$ cat config.mk
export PLATFORM = sky130hd
export DESIGN_NAME = rpr_fir_guard
export DESIGN_NICKNAME = d
export VERILOG_FILES = /design/src/rtl/rpr_pkg.sv /design/src/rtl/rpr_fir_lane.sv /design/src/rtl/rpr_vote.sv /design/src/rtl/rpr_fir_guard.sv
export SDC_FILE = /design/constraint.sdc
export NUM_CORES = 1
export LEC_CHECK = 0
export BUFFER_PORTS_ARGS = -buffer_cell sky130_fd_sc_hd__buf_2
export CORE_ASPECT_RATIO = 0.8
export CORE_MARGIN = 2
export CORE_UTILIZATION = 60
export DETAILED_ROUTE_END_ITERATION = 8
export GPL_TIMING_DRIVEN = 0
export PLACE_DENSITY = 0.88
export SYNTH_ARGS = -nofsm -noshare
export SYNTH_HDL_FRONTEND = slang
export SYNTH_SLANG_ARGS = --single-unit
$ cat constraint.sdc
create_clock -name clk -period 7.3 [get_ports clk]
set_clock_uncertainty 0.05 [all_clocks]
set_input_delay 1.095 -clock clk [delete_from_list [all_inputs] [get_ports clk]]
set_output_delay 1.095 -clock clk [all_outputs]
set_load 0.05 [all_outputs]
$ cat src/rtl/rpr_pkg.sv
package rpr_pkg;
    localparam int NUM_TAPS  = 5;
    localparam int HALF_TAPS = (NUM_TAPS + 1) / 2;
    localparam int GROWTH    = 4;
    localparam int COEF_SUM  = 12;

    typedef enum logic [1:0] {
        HIT_FULL = 2'd0,
        HIT_NARA = 2'd1,
        HIT_NARB = 2'd2,
        HIT_NONE = 2'd3
    } hit_t;

    function automatic int coef(input int idx);
        case (idx)
            0:       return 1;
            1:       return 3;
            default: return 4;
        endcase
    endfunction
endpackage

$ cat src/rtl/rpr_fir_lane.sv
module rpr_fir_lane #(
    parameter int IN_W = 12
) (
    input  logic                                  clk,
    input  logic                                  rst_n,
    input  logic                                  in_valid,
    input  logic signed [IN_W-1:0]                in_sample,
    input  logic                                  flip_en,
    input  logic [IN_W+rpr_pkg::GROWTH-1:0]       flip_mask,
    output logic                                  out_valid,
    output logic signed [IN_W+rpr_pkg::GROWTH-1:0] out_acc
);
    localparam int ACC_W = IN_W + rpr_pkg::GROWTH;
    localparam int TAPS  = rpr_pkg::NUM_TAPS;
    localparam int HALF  = rpr_pkg::HALF_TAPS;

    typedef struct packed {
        logic [TAPS-1:0][IN_W-1:0] taps;
        logic [ACC_W-1:0]          acc;
        logic                      vld;
    } lane_t;

    lane_t st_q, st_d;

    function automatic logic signed [ACC_W-1:0] widen(input logic [IN_W-1:0] v);
        return {{rpr_pkg::GROWTH{v[IN_W-1]}}, v};
    endfunction

    always_comb begin
        logic [TAPS-1:0][IN_W-1:0] nt;
        logic signed [ACC_W-1:0]   sum_d;
        logic signed [ACC_W-1:0]   pair_d;
        st_d     = st_q;
        st_d.vld = in_valid;
        nt       = {st_q.taps[TAPS-2:0], in_sample};
        sum_d    = '0;
        for (int i = 0; i < HALF; i++) begin
            if (i == TAPS - 1 - i) pair_d = widen(nt[i]);
            else                   pair_d = widen(nt[i]) + widen(nt[TAPS-1-i]);
            sum_d = sum_d + pair_d * $signed(ACC_W'(rpr_pkg::coef(i)));
        end
        if (in_valid) begin
            st_d.taps = nt;
            st_d.acc  = sum_d;
        end
        if (flip_en) st_d.acc = st_d.acc ^ flip_mask;
    end

    always_ff @(posedge clk) begin
        if (!rst_n) st_q <= '0;
        else        st_q <= st_d;
    end

    assign out_valid = st_q.vld;
    assign out_acc   = $signed(st_q.acc);

    a_r2_strobe_follows: assert property (@(posedge clk) disable iff (!rst_n)
        in_valid |=> out_valid);
    a_r8_idle_holds: assert property (@(posedge clk) disable iff (!rst_n)
        (!in_valid && !flip_en) |=> ($stable(out_acc) && !out_valid));
endmodule

$ cat src/rtl/rpr_vote.sv
module rpr_vote #(
    parameter int ACC_W  = 16,
    parameter int RED    = 4,
    parameter int THRESH = 180
) (
    input  logic                        clk,
    input  logic                        rst_n,
    input  logic                        lanes_valid,
    input  logic signed [ACC_W-1:0]     full_acc,
    input  logic signed [ACC_W-RED-1:0] nar_a,
    input  logic signed [ACC_W-RED-1:0] nar_b,
    output logic                        out_valid,
    output logic signed [ACC_W-1:0]     out_sample,
    output logic                        err_flag
);
    localparam int DIFF_W = ACC_W + 1;
    localparam logic [DIFF_W-1:0] TH_V = DIFF_W'(THRESH);

    typedef struct packed {
        logic             vld;
        logic [ACC_W-1:0] data;
        logic             err;
    } vote_t;

    vote_t vt_q, vt_d;
    logic signed [ACC_W-1:0]  rescaled;
    logic signed [DIFF_W-1:0] gap;
    logic [DIFF_W-1:0]        gap_mag;
    logic                     agree, beyond;

    always_comb begin
        rescaled = {nar_a, {RED{1'b0}}};
        gap      = DIFF_W'(full_acc) - DIFF_W'(rescaled);
        gap_mag  = gap[DIFF_W-1] ? DIFF_W'(-gap) : DIFF_W'(gap);
        agree    = (nar_a == nar_b);
        beyond   = gap_mag > TH_V;
        vt_d     = vt_q;
        vt_d.vld = lanes_valid;
        vt_d.err = 1'b0;
        if (lanes_valid) begin
            if (agree && beyond) begin
                vt_d.data = rescaled;
                vt_d.err  = 1'b1;
            end else begin
                vt_d.data = full_acc;
            end
        end
    end

    always_ff @(posedge clk) begin
        if (!rst_n) vt_q <= '0;
        else        vt_q <= vt_d;
    end

    assign out_valid  = vt_q.vld;
    assign out_sample = $signed(vt_q.data);
    assign err_flag   = vt_q.err;

    a_r4_flag_needs_strobe: assert property (@(posedge clk) disable iff (!rst_n)
        err_flag |-> out_valid);
    a_r4_switch_to_narrow: assert property (@(posedge clk) disable iff (!rst_n)
        (lanes_valid && agree && beyond) |=> (err_flag && out_sample == $past(rescaled)));
    a_r5_keep_full: assert property (@(posedge clk) disable iff (!rst_n)
        (lanes_valid && agree && !beyond) |=> (!err_flag && out_sample == $past(full_acc)));
    a_r7_disagree_full: assert property (@(posedge clk) disable iff (!rst_n)
        (lanes_valid && !agree) |=> (!err_flag && out_sample == $past(full_acc)));
endmodule

$ cat src/rtl/rpr_fir_guard.sv
module rpr_fir_guard #(
    parameter int DATA_W   = 12,
    parameter int RED_BITS = 4,
    parameter int THRESH   = rpr_pkg::COEF_SUM * ((1 << RED_BITS) - 1)
) (
    input  logic                                      clk,
    input  logic                                      rst_n,
    input  logic                                      in_valid,
    input  logic signed [DATA_W-1:0]                  in_sample,
    input  logic                                      flip_en,
    input  logic [1:0]                                flip_target,
    input  logic [DATA_W+rpr_pkg::GROWTH-1:0]         flip_mask,
    output logic                                      out_valid,
    output logic signed [DATA_W+rpr_pkg::GROWTH-1:0]  out_sample,
    output logic                                      err_flag
);
    localparam int ACC_W  = DATA_W + rpr_pkg::GROWTH;
    localparam int NIN_W  = DATA_W - RED_BITS;
    localparam int NACC_W = NIN_W + rpr_pkg::GROWTH;

    logic                     full_v;
    logic signed [ACC_W-1:0]  full_acc;
    logic [1:0]               nar_v;
    logic signed [NACC_W-1:0] nar_acc [2];

    rpr_fir_lane #(.IN_W(DATA_W)) u_full (
        .clk(clk), .rst_n(rst_n),
        .in_valid(in_valid), .in_sample(in_sample),
        .flip_en(flip_en && flip_target == rpr_pkg::HIT_FULL),
        .flip_mask(flip_mask),
        .out_valid(full_v), .out_acc(full_acc)
    );

    for (genvar g = 0; g < 2; g++) begin : g_narrow
        rpr_fir_lane #(.IN_W(NIN_W)) u_nar (
            .clk(clk), .rst_n(rst_n),
            .in_valid(in_valid), .in_sample(in_sample[DATA_W-1:RED_BITS]),
            .flip_en(flip_en && flip_target == 2'(g + 1)),
            .flip_mask(flip_mask[NACC_W-1:0]),
            .out_valid(nar_v[g]), .out_acc(nar_acc[g])
        );
    end

    rpr_vote #(.ACC_W(ACC_W), .RED(RED_BITS), .THRESH(THRESH)) u_vote (
        .clk(clk), .rst_n(rst_n),
        .lanes_valid(full_v & nar_v[0] & nar_v[1]),
        .full_acc(full_acc), .nar_a(nar_acc[0]), .nar_b(nar_acc[1]),
        .out_valid(out_valid), .out_sample(out_sample), .err_flag(err_flag)
    );

    a_r1_quiet_in_reset: assert property (@(posedge clk)
        !rst_n |=> (!out_valid && !err_flag && out_sample == '0));
    a_r6_one_shot_flag: assert property (@(posedge clk) disable iff (!rst_n)
        (in_valid && !flip_en) |=> ##1 !err_flag);
endmodule

---- Yosys cells after proc, flatten, opt, wreduce, memory -nomap -nowiden ----
Index checks and enable logic that the tools add are counted.
word-level totals
  input port bits ......................... 34
  flip-flop bits (word level) ............. 139
  logic and storage cells ................. 49
  output and inout port bits .............. 18
cells by class
  $add $sub $neg .......................... 10
  $mul .................................... 2
  reduce and logical (&&, ||, !) cells .... 6
  order comparisons ....................... 1
  bitwise gates (word level) .............. 3
  eq/ne operators ......................... 3
  mux-type cells .......................... 9
operators by type and width
  cell                                                                    number
  12-bit two-way mux                                                      4
  16-bit two-way mux                                                      3
  12-bit by 12-bit adder with 13-bit output                               2
  12-bit bitwise XOR                                                      2
  8-bit by 8-bit adder with 9-bit output                                  2
  17-bit by 8-bit > comparator with 1-bit output (second input constant)  1
  17-bit two-way mux                                                      1
  17-bit negation                                                         1
  16-bit by 16-bit subtractor with 17-bit output                          1
  16-bit by 14-bit adder with 16-bit output                               1
  16-bit adder                                                            1
  16-bit by 3-bit multiplier with 16-bit output (second input constant)   1
  16-bit bitwise XOR                                                      1
  12-bit by 10-bit adder with 12-bit output                               1
  12-bit adder                                                            1
  12-bit equality test                                                    1
  12-bit by 3-bit multiplier with 12-bit output (second input constant)   1
  1-bit logical AND                                                       4
  2-bit by 1-bit equality test with 1-bit output (second input constant)  1
  2-bit equality test (second input constant)                             1
  2-bit logical NOT                                                       1
  2-bit AND reduction                                                     1
  1-bit two-way mux                                                       1

---- Depth between registers and ports, before layout ----
  word-level depth ........................ 7
  gate-level depth with buffers ........... 25
  gate-level depth less buffers ........... 25

---- Cells and area by module ----
A second synthesis with hierarchy kept.
unflattened totals
  cell total of the unflattened synthesis .. 1592
  area, all modules ....................... 14531.4 um^2
by module, submodules not included
  module                             cells an instance  instances  sequential area each (um^2)  area each (um^2)
  rpr_fir_lane at u_full             600                1          1301.2                       5429.0
  rpr_fir_lane at g_narrow[0].u_nar  373                1          900.9                        3554.7
  rpr_fir_lane at g_narrow[1].u_nar  368                1          900.9                        3532.1
  rpr_vote                           247                1          360.3                        1979.4
  rpr_fir_guard                      4                  1          0.0                          36.3

---- Worst setup path before layout ----
Ideal clock, no wire load.
  kind .................................... in2reg
  start point ............................. in in_sample[0]
  end point ............................... reg u_full.st_q, in the netlist u_full.out_acc[13]
  data required time ...................... 7.125 ns
  arrival time ............................ 5.334 ns
  buffers on the path ..................... 0
  cell stages on the path ................. 22
  setup time .............................. 0.125 ns
  path slack .............................. 1.791 ns
  cell sequence ........................... ha_1 -> fa_1 -> a21oi_1 -> nor2_1 -> nor2_1 -> o21ai_0 -> a21o_1 -> a21o_1 -> a21o_1 -> a21oi_1 -> xnor2_1 -> fa_1 -> inv_1 -> fa_1 -> inv_1 -> ha_1 -> and3_1 -> or3b_2 -> nand3_1 -> a21o_1 -> o21bai_1 -> nand3_1
between the ends
  word-level cells in the longest chain between the ends .. 6
RTL lines
  what                                         RTL line            RTL
  start: declaration                           rpr_fir_guard.sv:9  input logic signed [DATA_W-1:0] in_sample,
  12-bit by 12-bit adder with 13-bit output *  rpr_fir_lane.sv:39  else pair_d = widen(nt[i]) + widen(nt[TAPS-1-i]);
  16-bit adder *                               rpr_fir_lane.sv:40  sum_d = sum_d + pair_d * $signed(ACC_W'(rpr_pkg::coef(i)));
  16-bit by 14-bit adder with 16-bit output *  rpr_fir_lane.sv:40
  16-bit two-way mux *                         rpr_fir_lane.sv:42  if (in_valid) begin
  16-bit bitwise XOR                           rpr_fir_lane.sv:46  if (flip_en) st_d.acc = st_d.acc ^ flip_mask;
  16-bit two-way mux *                         rpr_fir_lane.sv:46
  end signal: assignment                       rpr_fir_lane.sv:51  else st_q <= st_d;
  end: declaration                             rpr_fir_lane.sv:23  lane_t st_q, st_d;
Every way passes the cells marked *; elsewhere a longest branch is shown, timed or not.
A chain may end at the register's enable or synchronous reset.

---- Worst setup path after layout ----
  start point ............................. in in_sample[0]
  end point ............................... reg u_full.st_q, in the netlist u_full.out_acc[15]
The elaborated chain is that of the path after synthesis.

==> impl_results.md <==
- Status: complete, no violations
- Crit path largest cell delay: about 790 ps
- Place WS: 960 ps
- Clock root buffer: clkbuf_16
- Power density over cell area: about 240 mW/mm2
- Slew Limit Headroom: 0.274
- Critical path peak fanout: 4
- DP HPWL: about 19,000 um
- Tot GR Track Use: 0.281
- Nets: roughly 1.4k
- Ports: 52
- CTS buffer count: 9
- FP Rows: just over 40
- CP Launch Type: input port
- Pin count of the biggest net entering global routing: 18
- Crit path time final: roughly 6200 ps
- Worst EP required: around 7500 ps
- Endpoints failing hold: 0
- Clk buf depth: 2
- GPL Wtd Cong: approximately 0.96
- GRT overflow: 0
- Fin crit share: 0.848
- Clock latency on the worst-skew pair: approximately 360 ps
- Max Transition Viols Final: 0
- Vias per inst: 5.92
- Die height: 118 um
- Yosys warns: 0
- TritonCTS clock tree: built
- Synth-to-Final Area Change: 8.43%
- Synthesized area: 0.00968 mm2
- Final Core Density: 0.664
- CP max-delay cell: a2111oi_0
- Port bufs: 49
- Pre-Repair DR Iteration Count: 6
- CTS clock-pin slew for the worst setup and hold paths: approximately 80 ps
- Buf/Inv on CP: 3
- Diodes inserted: 0
- EDFF count, synth: 0
- Fillers: about 1.3k
- Routed WL: 24,400 um
- Post-synthesis cell type count: between 60 and 70
- Crit path capture type: flop
- Die area: 0.0172 mm2
- CP cell instances: buf_2 -> ha_1 -> fa_1 -> a21oi_1 -> nor2_1 -> nor2_1 -> o21ai_0 -> a21o_1 -> a21o_1 -> xor2_1 -> fa_1 -> inv_1 -> fa_1 -> inv_1 -> ha_1 -> a2111oi_0 -> nor2_1 -> a21oi_1 -> a211oi_1 -> a211oi_1 -> mux2i_1
- Core Area: 0.0158 mm2
- Post-DRT Antenna Nets: 0
- Setup Buffers After CTS: 0
- Clk sinks: roughly 110
- Post-cts repair resize count: 0
- Most frequent cells in the layout: 169 x inv_1, 107 x dfxtp_1, 88 x ha_1
- Sequential element share of the synthesized area: 0.221
- Vias: around 8.4k
- Asr flop ratio synth: 0
- Initial Util: 0.613
- Critical setup path kind: in2reg
- Layout cells sized above 1: 0.0776
- First-pass GRT wire length: just under 40,000 um
- Least-Margin Pin Slew: 1090 ps
- Arrival @ worst endpoint: 6430 ps
- Hold_buf cts: 0
- DRT iter0 DRCs: a little under 900
- Peak supply drop: approximately 130 uV
- Top FF cell, synth: dfxtp_1
- Cells after synthesis: approximately 1.1k
- Final WS setup: ~1100 ps
- Commonest non-fill, non-tap cell in the layout: inv_1
- Max-cap violations: 0
- Avg Inst Size Synth: between 8 and 9 um2
- Leakage: 4.94 nW
- RSZ-0062 raised after global routing: no
- TNS Setup: 0 ps
- Initial antenna violation count: 0
- Flops & latches, synth: 107
- Hold Crit Class: reg2reg
- Setup violators final: 0
- Fmax: around 160 MHz
- Mapped Nets: ~1.3k
- DR DRC count: 0
- Die width: roughly 150 um
- Avg WL per Cell: about 17 um
- Vias in the first global route: a little over 8k
- Family with the most delay on the worst path: compound AO/OA/AOI/OAI gates
- H-tree Lvls: 3
[layer usage]
| metal | global-route usage | wire length [um] |
|---|---|---|
| met5 | 0 | 0 |
| met4 | 0.0892 | 541 |
| met3 | 0.0686 | 2450 |
| met2 | 0.431 | 10600 |
| met1 | 0.391 | 10700 |
[worst paths after layout]
check | from | endpoint | slack (ps) | cells after the start
worst max-delay path | in_sample[0] | u_full.out_acc[15] | 1110 | 21
worst min-delay path | u_vote.out_sample[0] | u_vote.out_sample[0] | 450 | 2
worst max register to register | u_full.st_q[17] | u_full.out_acc[15] | 1240 | 22
worst min register to register | u_vote.out_sample[0] | u_vote.out_sample[0] | 450 | 2
[flip-flops by register name, indices dropped and copies added (netlist names)]
| signal | count |
|---|---|
| u_full.st_q | 48 |
| g_narrow.u_nar.out_acc | 24 |
| u_full.out_acc | 16 |
| u_vote.out_sample | 16 |
| g_narrow.u_nar.out_valid | 1 |
| u_vote.err_flag | 1 |
| u_vote.out_valid | 1 |
[cell usage after synthesis (4+ instances only)]
library cell	count	area [um2]
a211oi_1	6	45.0
xor2_1	32	280
a221oi_2	10	150
and3_1	9	56.3
o21ai_0	45	225
dfxtp_1	107	2140
a21oi_1	63	315
xnor2_1	60	526
buf_1	6	22.5
nor2b_1	53	332
fa_1	47	941
a21o_1	20	150
mux2i_1	75	751
nor4_1	4	25.0
nand3_1	37	185
nand4_1	5	31.3
o211ai_1	15	113
o31ai_1	4	30.0
a31oi_1	9	56.3
or3_1	16	100
and3b_1	10	87.6
nor4b_1	5	43.8
nor2_1	31	116
ha_1	88	1100
nand2_1	62	233
nand2b_1	6	37.5
inv_1	169	634
clkbuf_1	36	135
o21a_1	9	67.6
nor3_1	9	45.0
o21bai_1	15	113
and2_1	21	131
[stage by stage]
step / hold WS, ps / total power [W] / instances / area, um2
after floorplan: 418 / 0.00174 / 1134 / 9680
after global placement: 428 / 0.00198 / 1398 / 10200
after detailed placement: 430 / 0.00202 / 1398 / 10200
after CTS: 447 / 0.00253 / 1413 / 10500
after global routing: 484 / 0.00273 / 1413 / 10500
final: 449 / 0.00256 / 1413 / 10500
[final cells by class]
class / instances / area, um2 / share of cell area
Timing Repair Buffer: 49 / 245 / 0.0234
Multi-Input combinational cell: 812 / 6700 / 0.639
Tap cell: 215 / 269 / 0.0256
Clock inverter: 5 / 62.6 / 0.00596
Sequential cell: 107 / 2140 / 0.204
Inverter: 170 / 638 / 0.0608
Buffer: 45 / 198 / 0.0188
Clock buffer: 10 / 239 / 0.0228
[logic make-up (layout without fill, tap and decap cells)]
logic type,count (synthesis),after routing,synth area share
fa+ha+maj,135,135,0.211
buf+inv,215,279,0.0863
flops,107,107,0.221
mux,75,75,0.0776
xor+xnor,92,92,0.0832
compound gates,223,223,0.158
simple gates,287,287,0.162
[power breakdown]
group	internal (W)	switching [W]	total [W]
registers	0.000649	0.0000598	0.000708
logic	0.000557	0.000786	0.00134
clock network	0.000276	0.000233	0.000509
total	0.00148	0.00108	0.00256
[worst register-to-register path, cell delays in order (launching register included)]
cell       delay [ps]
dfxtp_1           370
ha_1              180
inv_1              60
fa_1              400
nor2b_1           140
o21ai_0           140
a21oi_1           460
o21a_1            190
o21ai_0            80
nand2b_1          170
xor2_1            170
ha_1              270
fa_1              530
inv_1              50
fa_1              500
inv_1              40
ha_1              220
a2111oi_0         790
nor2_1            190
a21oi_1           330
a211oi_1          120
a211oi_1          300
mux2i_1           210
Power figures use the tool's default switching activity.
